### src/rtl/bridge_pkg.sv
// Package: shared decode result type for the bus bridge control decoder.
// Assumes one-bit-wide registers; each flag is a qualified access hit.
package bridge_pkg;

    typedef struct packed {
        logic rst_wr;   // write hit on the reset control address pair
        logic breq_wr;  // write hit on the bus-request address pair
        logic breq_rd;  // read hit on the bus-request address pair
        logic io_hit;   // any strobed access inside the I/O window
    } main_dec_t;

endpackage

### src/rtl/main_decode.sv
// Module: main_decode
// Primary address decode for the main-side bus. Each one-bit register owns
// an aligned address pair (both byte lanes); the I/O window is a power-of-two
// span. Assumes m_stb qualifies the address, so nothing is decoded without it.
module main_decode
    import bridge_pkg::*;
#(
    parameter int          ADDR_W    = 24,
    parameter logic [23:0] RST_BASE  = 24'hA11200,
    parameter logic [23:0] BREQ_BASE = 24'hA11100,
    parameter logic [23:0] IO_BASE   = 24'hA10000,
    parameter int          IO_LG2    = 5
) (
    input  logic [ADDR_W-1:0] addr,
    input  logic              stb,
    input  logic              we,
    output main_dec_t         dec
);
    localparam logic [ADDR_W-1:0] PAIR_MASK = ADDR_W'(1);
    localparam logic [ADDR_W-1:0] IO_MASK   = ADDR_W'((1 << IO_LG2) - 1);
    localparam logic [ADDR_W-1:0] RST_KEY   = ADDR_W'(RST_BASE)  | PAIR_MASK;
    localparam logic [ADDR_W-1:0] BREQ_KEY  = ADDR_W'(BREQ_BASE) | PAIR_MASK;
    localparam logic [ADDR_W-1:0] IO_KEY    = ADDR_W'(IO_BASE)   | IO_MASK;

    logic rst_pair, breq_pair, io_win;

    // Address matches, ignoring the bits inside each decoded span
    always_comb begin
        rst_pair  = (addr | PAIR_MASK) == RST_KEY;
        breq_pair = (addr | PAIR_MASK) == BREQ_KEY;
        io_win    = (addr | IO_MASK)   == IO_KEY;
    end

    // Qualify the matches with strobe and direction
    always_comb begin
        dec.rst_wr  = stb & we  & rst_pair;
        dec.breq_wr = stb & we  & breq_pair;
        dec.breq_rd = stb & ~we & breq_pair;
        dec.io_hit  = stb & io_win;
    end
endmodule

### src/rtl/bit_reg.sv
// Module: bit_reg
// One-bit control register with a load enable and a reset value.
// Assumes synchronous active-low reset.
module bit_reg #(
    parameter logic RESET_VAL = 1'b0
) (
    input  logic clk,
    input  logic rst_n,
    input  logic load,
    input  logic d,
    output logic q
);
    // Hold the bit; take d on load
    always_ff @(posedge clk) begin
        if (!rst_n)    q <= RESET_VAL;
        else if (load) q <= d;
    end
endmodule

### src/rtl/bank_shifter.sv
// Module: bank_shifter
// Bank register filled serially from a single data bit: each shift puts din
// at the MSB and drops the LSB. Assumes synchronous active-low reset to zero.
module bank_shifter #(
    parameter int W = 9
) (
    input  logic         clk,
    input  logic         rst_n,
    input  logic         shift,
    input  logic         din,
    output logic [W-1:0] q
);
    // Shift the new bit in at the top
    always_ff @(posedge clk) begin
        if (!rst_n)     q <= '0;
        else if (shift) q <= {din, q[W-1:1]};
    end
endmodule

### src/rtl/bridge_ctl_dec.sv
// Module: bridge_ctl_dec (top)
// Bus bridge control decoder: main-side address decode, the secondary
// processor's reset and bus-request bits, its serially loaded bank register,
// and the active-low I/O-chip select. Only one data bit reaches this block.
// Assumes one clock domain and strobes that qualify each access per cycle.
module bridge_ctl_dec
    import bridge_pkg::*;
#(
    parameter int           ADDR_W    = 24,
    parameter int           S_ADDR_W  = 16,
    parameter int           BANK_W    = 9,
    parameter int           WIN_SHIFT = 15,
    parameter int           IO_LG2    = 5,
    parameter logic [15:0]  BANK_ADDR = 16'h6000
) (
    input  logic                        clk,
    input  logic                        rst_n,
    input  logic [ADDR_W-1:0]           m_addr,
    input  logic                        m_stb,
    input  logic                        m_we,
    input  logic                        m_wbit,
    output logic                        m_rbit,
    input  logic [S_ADDR_W-1:0]         s_addr,
    input  logic                        s_stb,
    input  logic                        s_we,
    input  logic                        s_wbit,
    input  logic                        sub_grant,
    output logic                        sub_rst_n,
    output logic                        sub_busreq,
    output logic [BANK_W-1:0]           bank_q,
    output logic [BANK_W+WIN_SHIFT-1:0] win_base,
    output logic                        io_sel_n
);
    localparam logic [S_ADDR_W-1:0] BANK_KEY = S_ADDR_W'(BANK_ADDR);

    main_dec_t dec;
    logic      bank_wr;

    main_decode #(
        .ADDR_W (ADDR_W),
        .IO_LG2 (IO_LG2)
    ) u_dec (
        .addr (m_addr),
        .stb  (m_stb),
        .we   (m_we),
        .dec  (dec)
    );

    // Reset control resets to 0 so the secondary processor starts held
    bit_reg #(.RESET_VAL(1'b0)) u_rst_bit (
        .clk   (clk),
        .rst_n (rst_n),
        .load  (dec.rst_wr),
        .d     (m_wbit),
        .q     (sub_rst_n)
    );

    bit_reg #(.RESET_VAL(1'b0)) u_breq_bit (
        .clk   (clk),
        .rst_n (rst_n),
        .load  (dec.breq_wr),
        .d     (m_wbit),
        .q     (sub_busreq)
    );

    // Secondary-side bank write decode
    always_comb bank_wr = s_stb & s_we & (s_addr == BANK_KEY);

    bank_shifter #(.W(BANK_W)) u_bank (
        .clk   (clk),
        .rst_n (rst_n),
        .shift (bank_wr),
        .din   (s_wbit),
        .q     (bank_q)
    );

    // Outputs: window base, grant readback, I/O select
    always_comb begin
        win_base = {bank_q, {WIN_SHIFT{1'b0}}};
        m_rbit   = dec.breq_rd & sub_grant;
        io_sel_n = ~dec.io_hit;
    end

    // a reset-control write shows up on the output one edge later
    a_r2_rst_follows_write: assert property (@(posedge clk) disable iff (!rst_n)
        (m_stb && m_we && ((m_addr | ADDR_W'(1)) == ADDR_W'(24'hA11201)))
        |=> (sub_rst_n == $past(m_wbit)));

    // a bus-request write shows up on the output one edge later
    a_r3_breq_follows_write: assert property (@(posedge clk) disable iff (!rst_n)
        (m_stb && m_we && ((m_addr | ADDR_W'(1)) == ADDR_W'(24'hA11101)))
        |=> (sub_busreq == $past(m_wbit)));

    // a bank write moves the old upper bits down by one place
    a_r5_bank_shift: assert property (@(posedge clk) disable iff (!rst_n)
        bank_wr |=> (bank_q[BANK_W-2:0] == $past(bank_q[BANK_W-1:1])));

    // with no bank write the bank register does not move
    a_r8_bank_hold: assert property (@(posedge clk) disable iff (!rst_n)
        !(s_stb && s_we && (s_addr == BANK_KEY)) |=> $stable(bank_q));

    // no select without a main-side strobe
    a_r9_io_needs_strobe: assert property (@(posedge clk) disable iff (!rst_n)
        !m_stb |-> io_sel_n);

    // readback only during a strobed read
    a_r4_rbit_needs_read: assert property (@(posedge clk) disable iff (!rst_n)
        (!m_stb || m_we) |-> !m_rbit);
endmodule

### config.mk
export PLATFORM = sky130hd
export DESIGN_NAME = bridge_ctl_dec
export DESIGN_NICKNAME = d
export VERILOG_FILES = /design/src/rtl/bridge_pkg.sv /design/src/rtl/main_decode.sv /design/src/rtl/bit_reg.sv /design/src/rtl/bank_shifter.sv /design/src/rtl/bridge_ctl_dec.sv
export SDC_FILE = /design/constraint.sdc
export NUM_CORES = 1
export LEC_CHECK = 0
export ABC_AREA = 0
export BUFFER_PORTS_ARGS = -buffer_cell sky130_fd_sc_hd__buf_2
export CAP_MARGIN = 10
export CORE_UTILIZATION = 34
export DETAILED_ROUTE_END_ITERATION = 16
export PLACE_DENSITY = 0.86
export SYNTH_ARGS = -nofsm -noshare
export SYNTH_HDL_FRONTEND = slang
export SYNTH_HIERARCHICAL = 1
export SYNTH_SLANG_ARGS = --single-unit
### constraint.sdc
create_clock -name clk -period 1.95 [get_ports clk]
set_clock_uncertainty 0.2 [all_clocks]
set_input_delay 0.195 -clock clk [delete_from_list [all_inputs] [get_ports clk]]
set_output_delay 0.195 -clock clk [all_outputs]
set_load 0.05 [all_outputs]
# Word level (Yosys, flattened, before mapping)
# Index checks and enable logic that the tools add are counted.
dict set report op_classes {
  n_eq_ne 4
  bitwise 11
}
# cell n
set ops {}
lappend ops {{23-bit equality test, second input constant} 2}
lappend ops {{19-bit equality test, second input constant} 1}
lappend ops {{16-bit by 15-bit equality test with 1-bit output, second input constant} 1}
lappend ops {{1-bit AND} 9}
lappend ops {{1-bit inverter} 2}
dict set report totals {
  ff_bits 11
  input_bits 49
  output_inout_bits 37
  elab_cells 18
}

# Logic depth before layout (Yosys ltp)
dict set report logic_depth {
  word_depth 4
  mapped_depth 6
  depth_no_buf 5
}

# By module
# The synthesis kept the hierarchy.
# module n_inst cells_each area_per_inst_um2 seq_area_each_um2
set by_module_without_submodules {}
lappend by_module_without_submodules {bank_shifter 1 28 337.8 180.2}
lappend by_module_without_submodules {bridge_ctl_dec 1 34 242.7 0.0}
lappend by_module_without_submodules {main_decode 1 20 133.9 0.0}
lappend by_module_without_submodules {bit_reg 2 3 36.3 20.0}

# Worst setup path before layout
# Ideal clock, no wire load.
dict set report synth_timing {
  path_kind {input -> output}
  startpoint {input port m_addr[19]}
  endpoint {output port m_rbit}
  arrival_ns 1.450
  required_ns 1.555
  path_slack_ns 0.105
  cell_stages 4
  path_buffers 0
  cell_sequence {or3b_1 or3_1 nor3_1 and2_1}
}
# element line
set synth_rtl {}
lappend synth_rtl {{start, declared} bridge_ctl_dec.sv:18} ;# input logic [ADDR_W-1:0] m_addr,
lappend synth_rtl {{end, declared} bridge_ctl_dec.sv:22} ;# output logic m_rbit,

==> results.ini <==
[detailed_routing]
routed_wl_um=1650
drc=0
antenna_left=0
post_drt_wl_per_cell_um=9.10
drt_iter0_markers=7
via_per_inst=4.49
first_pass_iters=6
vias=813

[cells_and_area]
antennaDiodeCount=0
nets=203
area_growth_pct=38.3
fin_util_pct=49.7
final_cells=181
drive_gt1_share_pct=50.3

[run]
drv_cap=0

[setup_path]
critPathCaptureType=primary output
cp.arrival_ps=1500
reg2reg_depth=2
start_kind=input pin
critPathKind=in -> out
r2r_end=u_bank/q[1]$_SDFFE_PN0P_
required_ps=1550
r2r-start=u_bank/q[2]$_SDFFE_PN0P_
rrSetupSlack_ps=1090
cp_max_fo=4

[synthesis]
synth_area_um2=787
synth_area_leader_cell=dfxtp_1
synthCells=88
netlist_top_cells_area=dfxtp_1 28%, buf_4 23%, mux2i_1 14%, nor2b_1 8.7%, nor4_1 4.0%
synth.top_cell.area_share_pct=28.0
syn_avg_cell_area_um2=8.94
synth.distinct_cells=23
ys_seq_area_share_pct=28.0
ys_warn_count=6
ys_ff_latch=11

[timing]
layout_min_cycle_time_ps=1890
max_clock_freq_ghz=0.529
finalSetupViolations=0
hold_viol=0
rsz0062_at_grt=false
setup_ws_ps=59.3
tns_ps=0
maxSlewViolCount=0
timing.final.crit_share_pct=97.0

[die]
fp.dieH_um=50.1
core_um2=2190
io_pins=86
floorplan.die_area_um2=2510
rows=17
initial_core_util_pct=35.9
die_w_um=50.1

[grt]
grt_max_degree=12
antenna_found_initial=0
overflow=0
grt_pass1_wl_um=2600
track_usage_pct=13.4
first_global_vias=668

[placed_design]
io_buffers=69
post-place-ws_ps=35.5
place_hpwl_um=1390
place_inst=176
gp_congestion=0.712

[power]
power_density_nw_per_um2=464
leakage_nw=0.522
ir_drop_uv=317

[run_status]
status=completed

[clock_tree]
cts_tree=built
clk_path_buf_depth=2
root_buffer=clkbuf_4
htree_levels=1
clk_latency_ps=260
clkSinkCount=11
postCtsSetupRepairBufs=0
numCtsBuffers=3
clkSlewWorstSetupHoldPaths_ps=70

[worst_hold_path]
min_to=u_breq_bit/q$_SDFFE_PN0P_
hp-class=in -> reg
holdPathStages=3
hp-start=m_wbit

==> synthesized netlist by cell type, drive strengths merged <==
cell / number
nor2b: 11
dfxtp: 11
nor3: 3
and2: 1
mux2i: 11
or3: 1
nand3b: 2
nor2: 3
or3b: 1
nand2b: 1
nor4: 5
nand4: 1
inv: 1
buf: 25
conb: 1
nor4b: 3
nor4bb: 1
nand2: 2
nand4bb: 1
or4: 1
nand3: 2
==> per-layer routing <==
metal,GRT usage (%),up-vias,routed length (um)
met5,0,-,0
met4,5.71,0,17
met3,1.23,2,174
met2,27.1,58,836
met1,13.3,355,620
li1,-,398,-
==> critical path: stages <==
cell	delay [ps]
buf_2	90
or3b_1	410
or4_1	430
nor3_2	120
inv_1	50
buf_2	200
==> how the worst max path moves through the flow <==
| stage | depth (start not counted) | slack [ps] | endpoint | start |
|---|---|---|---|---|
| floorplan | 4 | 100 | m_rbit | m_addr[19] |
| CTS | 6 | 40 | m_rbit | m_addr[19] |
| global placement | 6 | 40 | m_rbit | m_addr[19] |
| global route | 6 | 10 | io_sel_n | m_addr[19] |
| detailed placement | 6 | 40 | m_rbit | m_addr[19] |
| finish | 6 | 60 | io_sel_n | m_addr[19] |
==> final cells by class <==
cell class | instances | area [um^2]
sequential | 11 | 220
inverter | 1 | 3.75
fill | 214 | 1100
multi-input combinational | 65 | 430
timing repair buffer | 72 | 373
clock buffer | 4 | 26.3
tap | 28 | 35.0
==> sequential cells by signal (all words and copies together) (netlist names) <==
| signal | cells |
|---|---|
| u_rst_bit/q | 1 |
| u_breq_bit/q | 1 |
| u_bank/q | 9 |
==> per-stage QoR <==
stage | hold WS, ps | total power [W] | cell area, um^2
after global routing | 60.3 | 0.000530 | 1090
final | 14.0 | 0.000505 | 1090
after CTS | 0.583 | 0.000510 | 1080
after global placement | 256 | 0.000354 | 1040
after floorplan | 123 | 0.000329 | 840
after detailed placement | 273 | 0.000356 | 1040
==> what timing repair did <==
action | in CTS | in global routing
hold buffers | 1 | 0
hold endpoints to repair | 1 | 0
setup endpoints to repair | 0 | 1
resized for setup | 0 | 3
==> logic make-up after synthesis <==
family                 Yosys count  synth area share, %
buffers and inverters           26                 24.8
DFF                             11                 28.0
and+or+nand+nor                 39                 32.8
muxes                           11                 14.0
other                            1                0.476
==> cells in the final DEF, fill, tap and decap left out, types with 2 or more instances in the layout <==
cell,n
nor4_1,5
conb_1,15
clkbuf_4,3
nor3_2,2
dfxtp_1,11
nand3_1,2
buf_4,3
buf_2,68
nor4b_1,2
nand2_1,2
nor2b_1,11
nor2_1,3
nand3b_1,2
mux2i_1,11
==> report_power, final <==
part | switching (W) | internal, W | leakage, nW
Sequential | 0.0000000000817 | 0.000224 | 0.0885
Combinational | 0.0000844 | 0.0000442 | 0.419
Clock | 0.0000726 | 0.0000791 | 0.0150
Power figures use the tool's default switching activity.
